$ cat config.mk
export PLATFORM = sky130hd
export DESIGN_NAME = spi_duplex_core
export DESIGN_NICKNAME = d
export VERILOG_FILES = /design/src/rtl/spi_duplex_pkg.sv /design/src/rtl/spi_duplex_ctrl.sv /design/src/rtl/spi_duplex_datapath.sv /design/src/rtl/spi_duplex_core.sv
export SDC_FILE = /design/constraint.sdc
export NUM_CORES = 1
export LEC_CHECK = 0
export BUFFER_PORTS_ARGS = -buffer_cell sky130_fd_sc_hd__buf_2
export CORE_MARGIN = 2
export CORE_UTILIZATION = 35
export DETAILED_ROUTE_END_ITERATION = 6
export GPL_ROUTABILITY_DRIVEN = 1
export HOLD_SLACK_MARGIN = 0.05
export MAX_ROUTING_LAYER = met4
export SYNTH_ARGS = -nofsm -noshare
export SYNTH_HDL_FRONTEND = slang
export SYNTH_SLANG_ARGS = --single-unit
$ cat constraint.sdc
create_clock -name clk -period 2 [get_ports clk]
set_input_delay 0.1 -clock clk [delete_from_list [all_inputs] [get_ports clk]]
set_output_delay 0.1 -clock clk [all_outputs]
set_load 0.01 [all_outputs]
$ cat src/rtl/spi_duplex_pkg.sv
package spi_duplex_pkg;
  // Per-cycle commands from the control side to the shift datapath.
  typedef struct packed {
    logic load;    // capture a new transmit byte
    logic sample;  // take one received bit
    logic shift;   // advance the transmit register by one bit
    logic clear;   // drop any partly received bits
    logic done;    // last bit of the byte: publish the received byte
  } spiStrobe_t;
endpackage

$ cat src/rtl/spi_duplex_ctrl.sv
module spi_duplex_ctrl
  import spi_duplex_pkg::*;
#(
  parameter int DATA_W      = 8,
  parameter int HALF_DIV    = 2,
  parameter int SYNC_STAGES = 2
) (
  input  logic       clk,
  input  logic       rstN,
  input  logic       cfgWe,
  input  logic       cfgEnable,
  input  logic       cfgMaster,
  input  logic       cfgCpol,
  input  logic       cfgCpha,
  input  logic       cfgIrqEn,
  input  logic       cfgSelDir,
  input  logic       cfgSelLevel,
  input  logic       cfgMisoDrive,
  input  logic       txWe,
  input  logic       flagClr,
  input  logic       sckIn,
  input  logic       selIn,
  output spiStrobe_t strb,
  output logic       masterOn,
  output logic       doneFlag,
  output logic       irq,
  output logic       sckOut,
  output logic       sckOe,
  output logic       mosiOe,
  output logic       misoOe,
  output logic       selOut,
  output logic       selOe
);
  localparam int CNT_W  = (DATA_W > 1) ? $clog2(DATA_W) : 1;
  localparam int EDGE_W = $clog2(2 * DATA_W);
  localparam int DIV_W  = (HALF_DIV > 1) ? $clog2(HALF_DIV) : 1;
  localparam logic [CNT_W-1:0]  LAST_BIT  = CNT_W'(DATA_W - 1);
  localparam logic [EDGE_W-1:0] LAST_EDGE = EDGE_W'(2 * DATA_W - 1);
  localparam logic [DIV_W-1:0]  DIV_TOP   = DIV_W'(HALF_DIV - 1);

  // configuration state
  logic enR, masterR, cpolR, cphaR, irqEnR, selDirR, selLevelR, misoDriveR;
  // synchronisers
  logic [SYNC_STAGES-1:0] selSync, sckSync;
  logic selPrev, sckPrev, selNow, sckNow;
  // engine state
  logic [CNT_W-1:0]  bitCnt;
  logic [EDGE_W-1:0] edgeCnt;
  logic [DIV_W-1:0]  divCnt;
  logic busyR, sckR, flagR;

  logic slaveActive, modeFault, selRise, divEdge, edgeNow, newLevel, leading;
  logic sampleSide, startXfer;

  assign selNow = selSync[SYNC_STAGES-1];
  assign sckNow = sckSync[SYNC_STAGES-1];

  always_comb begin
    slaveActive = enR && !masterR && !selNow;
    modeFault   = enR && masterR && !selDirR && !selNow;
    selRise     = enR && !masterR && selNow && !selPrev;
    divEdge     = busyR && (divCnt == DIV_TOP);
    edgeNow     = masterR ? divEdge : (slaveActive && (sckNow != sckPrev));
    newLevel    = masterR ? ~sckR : sckNow;
    leading     = (newLevel != cpolR);
    sampleSide  = leading ^ cphaR;
    startXfer   = txWe && enR && masterR && !busyR && !modeFault;

    strb.load   = txWe && (startXfer || !masterR);
    strb.sample = edgeNow && sampleSide && !modeFault;
    strb.shift  = edgeNow && !sampleSide && (bitCnt != '0) && !modeFault;
    strb.done   = strb.sample && (bitCnt == LAST_BIT);
    strb.clear  = modeFault || selRise || !enR || cfgWe;
  end

  always_ff @(posedge clk or negedge rstN) begin
    if (!rstN) begin
      enR        <= 1'b0;
      masterR    <= 1'b0;
      cpolR      <= 1'b0;
      cphaR      <= 1'b0;
      irqEnR     <= 1'b0;
      selDirR    <= 1'b0;
      selLevelR  <= 1'b1;
      misoDriveR <= 1'b0;
      selSync    <= '1;
      sckSync    <= '0;
      selPrev    <= 1'b1;
      sckPrev    <= 1'b0;
    end else begin
      selSync <= {selSync[SYNC_STAGES-2:0], selIn};
      sckSync <= {sckSync[SYNC_STAGES-2:0], sckIn};
      selPrev <= selNow;
      sckPrev <= sckNow;
      if (cfgWe) begin
        enR        <= cfgEnable;
        masterR    <= cfgMaster;
        cpolR      <= cfgCpol;
        cphaR      <= cfgCpha;
        irqEnR     <= cfgIrqEn;
        selDirR    <= cfgSelDir;
        selLevelR  <= cfgSelLevel;
        misoDriveR <= cfgMisoDrive;
      end else if (modeFault) begin
        masterR <= 1'b0;
      end
    end
  end

  // bit counter shared by both roles
  always_ff @(posedge clk or negedge rstN) begin
    if (!rstN) begin
      bitCnt <= '0;
    end else if (strb.clear || startXfer) begin
      bitCnt <= '0;
    end else if (strb.sample) begin
      bitCnt <= strb.done ? '0 : bitCnt + 1'b1;
    end
  end

  // clock generator for the clock-source role
  always_ff @(posedge clk or negedge rstN) begin
    if (!rstN) begin
      busyR   <= 1'b0;
      divCnt  <= '0;
      edgeCnt <= '0;
      sckR    <= 1'b0;
    end else begin
      if (strb.clear) begin
        busyR   <= 1'b0;
        divCnt  <= '0;
        edgeCnt <= '0;
      end else if (startXfer) begin
        busyR   <= 1'b1;
        divCnt  <= '0;
        edgeCnt <= '0;
      end else if (busyR) begin
        divCnt <= divEdge ? '0 : divCnt + 1'b1;
        if (divEdge) begin
          edgeCnt <= edgeCnt + 1'b1;
          if (edgeCnt == LAST_EDGE) busyR <= 1'b0;
        end
      end
      if (masterR && divEdge && !modeFault && !strb.clear) sckR <= ~sckR;
      else if (!busyR) sckR <= cpolR;
    end
  end

  always_ff @(posedge clk or negedge rstN) begin
    if (!rstN)                        flagR <= 1'b0;
    else if (strb.done || modeFault)  flagR <= 1'b1;
    else if (flagClr)                 flagR <= 1'b0;
  end

  assign masterOn = masterR;
  assign doneFlag = flagR;
  assign irq      = flagR && irqEnR;
  assign sckOut   = sckR;
  assign sckOe    = enR && masterR;
  assign mosiOe   = enR && masterR;
  assign misoOe   = enR && !masterR && !selNow && misoDriveR;
  assign selOe    = enR && masterR && selDirR;
  assign selOut   = selLevelR;
endmodule

$ cat src/rtl/spi_duplex_datapath.sv
module spi_duplex_datapath
  import spi_duplex_pkg::*;
#(
  parameter int DATA_W      = 8,
  parameter int SYNC_STAGES = 2
) (
  input  logic              clk,
  input  logic              rstN,
  input  spiStrobe_t        strb,
  input  logic              isMaster,
  input  logic [DATA_W-1:0] txData,
  input  logic              mosiIn,
  input  logic              misoIn,
  output logic              txBit,
  output logic [DATA_W-1:0] rxData
);
  logic [SYNC_STAGES-1:0] mosiSync;
  logic [DATA_W-1:0] txShift, rxShift, rxNext;
  logic inBit;

  // follower data passes the same number of stages as the follower clock
  assign inBit  = isMaster ? misoIn : mosiSync[SYNC_STAGES-1];
  assign rxNext = {rxShift[DATA_W-2:0], inBit};
  assign txBit  = txShift[DATA_W-1];

  always_ff @(posedge clk or negedge rstN) begin
    if (!rstN) begin
      mosiSync <= '0;
      txShift  <= '0;
      rxShift  <= '0;
      rxData   <= '0;
    end else begin
      mosiSync <= {mosiSync[SYNC_STAGES-2:0], mosiIn};
      if (strb.load)       txShift <= txData;
      else if (strb.shift) txShift <= {txShift[DATA_W-2:0], 1'b0};
      if (strb.clear)       rxShift <= '0;
      else if (strb.sample) rxShift <= rxNext;
      if (strb.done) rxData <= rxNext;
    end
  end
endmodule

$ cat src/rtl/spi_duplex_core.sv
module spi_duplex_core
  import spi_duplex_pkg::*;
#(
  parameter int DATA_W      = 8,
  parameter int HALF_DIV    = 2,
  parameter int SYNC_STAGES = 2
) (
  input  logic              clk,
  input  logic              rstN,
  input  logic              cfgWe,
  input  logic              cfgEnable,
  input  logic              cfgMaster,
  input  logic              cfgCpol,
  input  logic              cfgCpha,
  input  logic              cfgIrqEn,
  input  logic              cfgSelDir,
  input  logic              cfgSelLevel,
  input  logic              cfgMisoDrive,
  input  logic              txWe,
  input  logic [DATA_W-1:0] txData,
  input  logic              flagClr,
  output logic [DATA_W-1:0] rxData,
  output logic              doneFlag,
  output logic              irq,
  output logic              masterOn,
  input  logic              sckIn,
  output logic              sckOut,
  output logic              sckOe,
  input  logic              mosiIn,
  output logic              mosiOut,
  output logic              mosiOe,
  input  logic              misoIn,
  output logic              misoOut,
  output logic              misoOe,
  input  logic              selIn,
  output logic              selOut,
  output logic              selOe
);
  spiStrobe_t strb;
  logic txBit;

  spi_duplex_ctrl #(
    .DATA_W(DATA_W), .HALF_DIV(HALF_DIV), .SYNC_STAGES(SYNC_STAGES)
  ) ctrl (
    .clk(clk), .rstN(rstN), .cfgWe(cfgWe), .cfgEnable(cfgEnable),
    .cfgMaster(cfgMaster), .cfgCpol(cfgCpol), .cfgCpha(cfgCpha),
    .cfgIrqEn(cfgIrqEn), .cfgSelDir(cfgSelDir), .cfgSelLevel(cfgSelLevel),
    .cfgMisoDrive(cfgMisoDrive), .txWe(txWe), .flagClr(flagClr),
    .sckIn(sckIn), .selIn(selIn), .strb(strb), .masterOn(masterOn),
    .doneFlag(doneFlag), .irq(irq), .sckOut(sckOut), .sckOe(sckOe),
    .mosiOe(mosiOe), .misoOe(misoOe), .selOut(selOut), .selOe(selOe)
  );

  spi_duplex_datapath #(
    .DATA_W(DATA_W), .SYNC_STAGES(SYNC_STAGES)
  ) dpath (
    .clk(clk), .rstN(rstN), .strb(strb), .isMaster(masterOn),
    .txData(txData), .mosiIn(mosiIn), .misoIn(misoIn),
    .txBit(txBit), .rxData(rxData)
  );

  assign mosiOut = txBit;
  assign misoOut = txBit;
endmodule

==> run_results.csv, run 1 <==
group,metric,value,unit
placed_design,pre_cts_slack,0.0516,ns
pwr,p_int,0.00157,W
detailed_routing,routedWlPerCell,13.0,um
cts,cts_tree,"yes",
global_routing,gr-usage-met3,0.0346,
cts,numCtsBuffers,5,
placed_design,gp_congestion,0.762,
sta,fin_crit,1.88,ns
setup_path,max_stage_delay,0.48,ns
global_routing,antenna_found_initial,0,
sta,hold_viol_final,0,
global_routing,grt-ovfl-total,0,
setup_path,worst-path-buf-inv,1,
setup_path,crit_slowest_cell,"or3_1",
yosys,yosys-top-cells-area,"dfrtp_1, mux2_2, mux2i_1",
yosys,synth_top_area_share,0.515,
global_routing,grtUsageMet2,0.213,
global_routing,grt_pass1_wl,7.36,mm
min_path,holdPathEnd,"ctrl.doneFlag",
min_path,hold_depth,3,
pwr,p_comb_frac,0.123,
sta,tightest_slew,0.643,ns
floorplanning,dieArea,0.00704,mm2
yosys,synth_top_family_by_area,"simple AND/OR/NAND/NOR gates",
setup_path,critPathTopFamily,"simple AND/OR/NAND/NOR gates",
global_routing,grt_pass1_vias,1591,
cts,clock_latency,0.31,ns
pwr,power.density,741,mW/mm2
cts,cts.clk_slew.worst_paths,0.10,ns
min_path,min_from,"flagClr",
floorplanning,die_width,83.9,um
setup_path,required,2.24,ns
sta,final_max_slew_viol_count,0,
detailed_routing,num_vias,1598,
floorplanning,num_rows,29,
setup_path,critPathKind,"reg -> reg",
cts,clkSinkCount,50,
setup_path,r2r_slack,0.12,ns
sta,fin_skew,0.00628,ns
yosys,yosysWarnings,0,
sta,hold-worst-slack,0.0572,ns
pwr,power_leakage,1.32,nW
global_routing,grt.met1_usage,0.171,
setup_path,path_max_fanout,9,
detailed_routing,avgViaCountPerCell,4.76,
sta,setup_slack,0.121,ns
yosys,netlist_area,0.00223,mm2
final_layout,layoutNonFillerInstCount,336,
yosys,synthAdderAreaFrac,0.0224,
detailed_routing,drtAntennaViolNets,0,
yosys,synth_simple_gate_area_frac,0.142,
placed_design,port_buffers,43,
cts,ctsHtreeMaxLevel,2,
yosys,synth_seq_cells,50,
yosys,synth_compound_area_frac,0.0845,
global_routing,grtUsageTotal,0.136,
pwr,irDropWorstVdd,0.363,mV
setup_path,reg2reg_depth,6,
final_layout,final_nets,287,
pwr,p_sw_frac,0.255,
outcome,run_status,"finished, final reports clean",
yosys,syn_inst,193,
min_path,hold_class,"in -> reg",
yosys,yosysTopAreaCell,"dfrtp_1",
sta,setup_violations,0,
final_layout,drive_above_1_share,0.313,
cts,cts_setup_buffers,0,
placed_design,dp_cells,308,
cts,clockBufferDepth,2,
setup_path,timing.rr.start,"ctrl.masterOn",
floorplanning,io_pins,44,
setup_path,worstPathArrival,2.12,ns
detailed_routing,drt_iter0_drc,42,
yosys,synth.mux.area_fraction,0.129,
job,maxCapViolCount,0,
detailed_routing,first_pass_iters,4,
sta,fin_crit_sh,0.940,
detailed_routing,drc_errors,0,
floorplanning,die_h,83.9,um
sta,timing.fmax,0.532,GHz
global_routing,grt_max_degree,51,
yosys,synth_xor_area_frac,0.0235,
yosys,avgSynthCellArea,11.6,um2
cts,root_buffer,"clkbuf_8",
floorplanning,start_util,0.356,
final_layout,diodes,0,
pwr,seqPwrFrac,0.521,
detailed_routing,drt-total-wl,4.38,mm
setup_path,path_depth,6,
yosys,ys_types,36,
setup_path,start_kind,"flip-flop",
yosys,synth_fp_nets,222,
final_layout,final_util,0.454,
pwr,switching_power,0.000539,W
floorplanning,core-area,0.00628,mm2
pwr,clkPwrFrac,0.356,
yosys,yosysSeqAreaShare,0.562,
sta,relSlewSlack,0.572,
global_routing,globalRoute.busiestLayer,"met2",
sta,setup-tns-final,0,ns
setup_path,end_kind,"flip-flop",
placed_design,hpwl,2.97,mm
setup_path,cp_cell_sequence,"buf_4, nor2_1, a32oi_2, nand2b_4, or3_1, o211ai_1",
sta,rsz0062_at_grt,"false",
setup_path,r2r_end,"dpath.txShift[3]",
final_layout,area.growth.synth_to_final,27.5,%
==> layout by cell type (no fill, tap or decap), drive strengths merged, types with 2 or more instances in the layout <==
| cell type | instances |
|---|---|
| a21oi | 2 |
| and2 | 4 |
| and3 | 2 |
| buf | 50 |
| clkbuf | 5 |
| dfrtp | 46 |
| dfstp | 4 |
| dlygate4sd3 | 20 |
| ha | 4 |
| inv | 4 |
| mux2 | 15 |
| mux2i | 12 |
| nand2 | 28 |
| nand2b | 5 |
| nand3 | 2 |
| nand4 | 2 |
| nor2 | 18 |
| nor2b | 2 |
| o211ai | 7 |
| o21ai | 2 |
| o311ai | 7 |
| xnor2 | 3 |
| xor2 | 3 |
==> final cells by class <==
type                    instances  area, um2
flip-flops and latches         50       1260
well taps                      77       96.3
clock buffers                   5       68.8
inverters                       3       11.3
repair buffers                 70        468
fillers                       594       3430
multi-input cells             128        900
clock inverters                 3       48.8
==> power by group through the flow <==
stage	Sequential, W	Clock (W)	Combinational (W)
after floorplan	0.00112	0	0.000143
after global placement	0.00112	0	0.000233
after global routing	0.00111	0.000817	0.000294
after detailed placement	0.00112	0	0.000236
after CTS	0.00110	0.000772	0.000265
final	0.00110	0.000752	0.000260
==> sequential cells by signal, summed over array words and instances, names as in the netlist, 2 cells and up <==
name	flops
ctrl.sckSync	2
dpath.rxShift	7
ctrl.selSync	2
dpath.mosiSync	2
dpath.txShift	8
dpath.rxData	8
ctrl.bitCnt	3
ctrl.edgeCnt	4
==> worst register-to-register path, cell delays in order, from the launching register on <==
cell	delay (ns)
dfrtp_1	0.44
buf_4	0.18
nor2_1	0.15
a32oi_2	0.14
nand2b_4	0.20
or3_1	0.48
o211ai_1	0.22
==> cell usage after synthesis (all sizes together) <==
library cell,count
nand2b,5
a211o,1
and3,2
xor2,3
or2,1
nor3,1
nand4,2
nand3,2
a21oi,2
nand2,28
or3,1
o211ai,7
ha,4
clkbuf,4
inv,3
nor2,18
a21o,1
xnor2,3
a221oi,1
and2,4
o31ai,1
o311ai,7
dfstp,4
nor3b,1
mux2,15
mux2i,12
dfrtp,46
nand3b,1
o21ai,2
buf,8
nor2b,2
a32oi,1
==> per-layer routing <==
| metal | wire length, um | vias to the layer above | part of all wire |
|---|---|---|---|
| li1 | - | 792 | - |
| met1 | 2150 | 770 | 0.49 |
| met2 | 2000 | 27 | 0.46 |
| met3 | 151 | 9 | 0.034 |
| met4 | 81 | 0 | 0.018 |
| met5 | 0 | - | 0 |
==> worst max-delay path by stage <==
stage	start	to	slack, ns
CTS	ctrl.masterOn	dpath.rxData[7]	0.04
global route	ctrl.masterOn	dpath.txShift[2]	0.02
global placement	ctrl.masterOn	dpath.txShift[2]	0.14
detailed placement	ctrl.masterOn	dpath.rxData[5]	0.05
finish	ctrl.masterOn	dpath.txShift[3]	0.12
floorplan	ctrl.masterOn	dpath.rxData[0]	0.13
==> what timing repair did <==
action	4_1_cts	5_1_grt
resized for setup	0	1
endpoints found under the hold margin	65	0
endpoints found under the setup margin	0	8
hold buffers	20	0
==> metrics by stage <==
| stage | total power, W | area, um2 |
|---|---|---|
| 4_1_cts | 0.00214 | 2850 |
| 3_3_place_gp | 0.00135 | 2530 |
| 5_1_grt | 0.00222 | 2850 |
| 3_5_place_dp | 0.00136 | 2530 |
| 2_1_floorplan | 0.00126 | 2230 |
| 6_report | 0.00211 | 2850 |
==> cells by family after synthesis <==
group | Yosys count
xor+xnor | 6
flops | 50
fa+ha+maj | 4
compound gates | 23
buf+inv | 15
simple gates | 68
mux | 27
(Power assumes the default switching activity.)
==> run 2: changes to the inputs <==
ABC_AREA = 1   (was not set)
CORE_MARGIN = not set   (was 2)
==> run_results.csv, run 2 <==
group,metric,value,unit
yosys,yosysTopAreaCell,"dfrtp_1",
final_layout,diodes,0,
yosys,netlist_area,0.00243,mm2
detailed_routing,avgViaCountPerCell,4.57,
final_layout,n_fill_cell,671,
yosys,yosysSeqAreaShare,0.516,
setup_path,required,2.21,ns
placed_design,hpwl,3.56,mm
cts,root_buffer,"clkbuf_8",
sta,hold-worst-slack,0.106,ns
pwr,p_total,0.00208,W
sta,hold_viol_final,0,
cts,cts_hold_buf,13,
cts,clkSinkCount,50,
yosys,synth_fp_nets,304,
setup_path,worstPathArrival,1.92,ns
sta,fin_crit,1.70,ns
sta,fin_crit_sh,0.852,
yosys,synth_edf_count,0,
sta,setup_slack,0.296,ns
detailed_routing,drc_errors,0,
placed_design,pre_cts_slack,0.294,ns
floorplanning,die_h,85.4,um
detailed_routing,routedWlPerCell,11.8,um
setup_path,max_stage_delay,0.53,ns
global_routing,grt_pass1_vias,1809,
floorplanning,dieArea,0.00729,mm2
sta,setup_violations,0,
setup_path,path_common_cell,"nand2_1",
sta,tightest_slew,0.541,ns
sta,fin_skew,0.0145,ns
sta,timing.fmax,0.587,GHz
detailed_routing,drt-total-wl,4.88,mm
detailed_routing,first_pass_iters,4,
final_layout,final_nets,361,
cts,cts_setup_buffers,0,
final_layout,area.growth.synth_to_final,20.3,%
final_layout,largestRegisters,"dpath.rxData: 8 flops, dpath.txShift: 8 flops, dpath.rxShift: 7 flops",
placed_design,dp_cells,392,
global_routing,grt-ovfl-total,0,
yosys,syn_inst,275,
final_layout,drive_above_1_share,0.270,
sta,relSlewSlack,0.639,
cts,numCtsBuffers,5,
floorplanning,num_rows,30,
yosys,yosysMostFrequentCell,"nand2_1",
global_routing,grt_pass1_wl,8.52,mm
setup_path,cp_cell_sequence,"inv_2, nand2_1, nor2_1, nand2_1, nand2_2, nand2_2, nor2_4, buf_4, nand2_4, nand2_1, nand2_1",
yosys,ys_types,34,
pwr,power_leakage,1.55,nW
placed_design,gp_congestion,0.754,
outcome,run_status,"finished, final reports clean",
detailed_routing,drtAntennaViolNets,0,
pwr,power.density,709,mW/mm2
cts,cts.clk_slew.worst_paths,0.10,ns
cts,cts_tree,"yes",
yosys,synth_seq_cells,50,
detailed_routing,drt_iter0_drc,99,
final_layout,layout_commonest_cell,"nand2_1",
min_path,hold_class,"in -> reg",
cts,ctsResizeCount,0,
min_path,hold_depth,5,
global_routing,grt_max_degree,26,
floorplanning,die_width,85.4,um
setup_path,critPathKind,"reg -> reg",
setup_path,end_kind,"flip-flop",
sta,rsz0062_at_grt,"false",
yosys,synth_top_area_share,0.473,
job,maxCapViolCount,0,
setup_path,reg2reg_depth,11,
detailed_routing,num_vias,1889,
cts,clockBufferDepth,2,
final_layout,layoutNonFillerInstCount,413,
global_routing,grtUsageTotal,0.156,
setup_path,crit_slowest_cell,"dfrtp_1",
cts,ctsHtreeMaxLevel,2,
yosys,avgSynthCellArea,8.85,um2
yosys,synth_common_cells,"nand2_1, dfrtp_1, nand3_1, inv_1, nor2_1",
yosys,async_flop_share,1.00,
floorplanning,core-area,0.00676,mm2
floorplanning,start_util,0.360,
setup_path,path_max_fanout,20,
final_layout,most-common-layout-cells,"nand2_1, dfrtp_1, buf_2, nand3_1, inv_1",
yosys,synth_flop_cell,"dfrtp_1",
yosys,yosys-top-cells-area,"dfrtp_1, nand2_1, nand3_1",
placed_design,port_buffers,43,
yosys,yosysWarnings,0,
global_routing,antenna_found_initial,0,
pwr,irDropWorstVdd,0.295,mV
cts,clock_latency,0.31,ns
setup_path,start_kind,"flip-flop",
floorplanning,io_pins,44,
sta,final_max_slew_viol_count,0,
sta,setup-tns-final,0,ns
==> run 2: cell types whose count changed after synthesis, moves of 6 or more <==
cell and change:
o211ai_1 -7, o21ai_0 +6, inv_1 +19, nand2_2 +7, nand3_1 +26, o311ai_0 -7, mux2_2 -15, nor2_1 -6
mux2i_1 -11, nand2_1 +62
==> run 2: final timing paths <==
check | start | to | slack [ns]
min | txData[7] | dpath.txShift[7] | 0.11
max reg2reg | ctrl.masterOn | dpath.rxData[3] | 0.30
max in group asynchronous | rstN | ctrl.selSync[1] | 1.03
min in group asynchronous | rstN | dpath.rxData[5] | 0.30
min reg2reg | ctrl.sckSync[0] | ctrl.sckSync[1] | 0.36
max | ctrl.masterOn | dpath.rxData[3] | 0.30
==> run 2: area by class of cell <==
class	instances	area, um2	share of cell area
clock buffers	6	82.6	0.0282
inverters	29	118	0.0402
flip-flops and latches	50	1260	0.429
repair buffers	59	368	0.126
well taps	80	100	0.0342
multi-input cells	187	987	0.337
clock inverters	2	16.3	0.00556
==> run 2: report_power, final <==
group | leakage [nW] | switching (W) | internal (W)
Combinational | 0.863 | 0.000179 | 0.000124
Sequential | 0.644 | 0.0000484 | 0.00108
Clock | 0.0478 | 0.000360 | 0.000285
==> run 2: metrics by stage <==
step / util / instance area (um2)
finish: 0.433 / 2930
global route: 0.433 / 2930
CTS: 0.433 / 2930
detailed placement: 0.399 / 2700
global placement: 0.399 / 2700
floorplan: - / 2430
==> run 2: cell families (layout without fill, tap and decap cells) <==
kind of cell,count (synthesis),after routing,share of synthesized area
AND/OR/NAND/NOR,163,163,0.335
flip-flops,50,50,0.516
buffers and inverters,38,96,0.0781
multiplexers,1,1,0.00411
adder cells (fa/ha/maj),4,4,0.0206
AO/OA/AOI/OAI,17,17,0.0391
XOR/XNOR,2,2,0.00720
==> run 2: worst max-delay path: cells and delay by family, from the launching register on <==
kind / cells / cell delay [ns]
simple gates: 9 / 0.68
flops: 1 / 0.53
buf+inv: 2 / 0.37
==> run 2: routing by layer <==
metal / vias up / global-route usage / wire (um)
li1: 982 / - / -
met1: 862 / 0.210 / 2390
met2: 39 / 0.239 / 2230
met3: 6 / 0.0331 / 205
met4: 0 / 0.0409 / 59
met5: - / - / 0
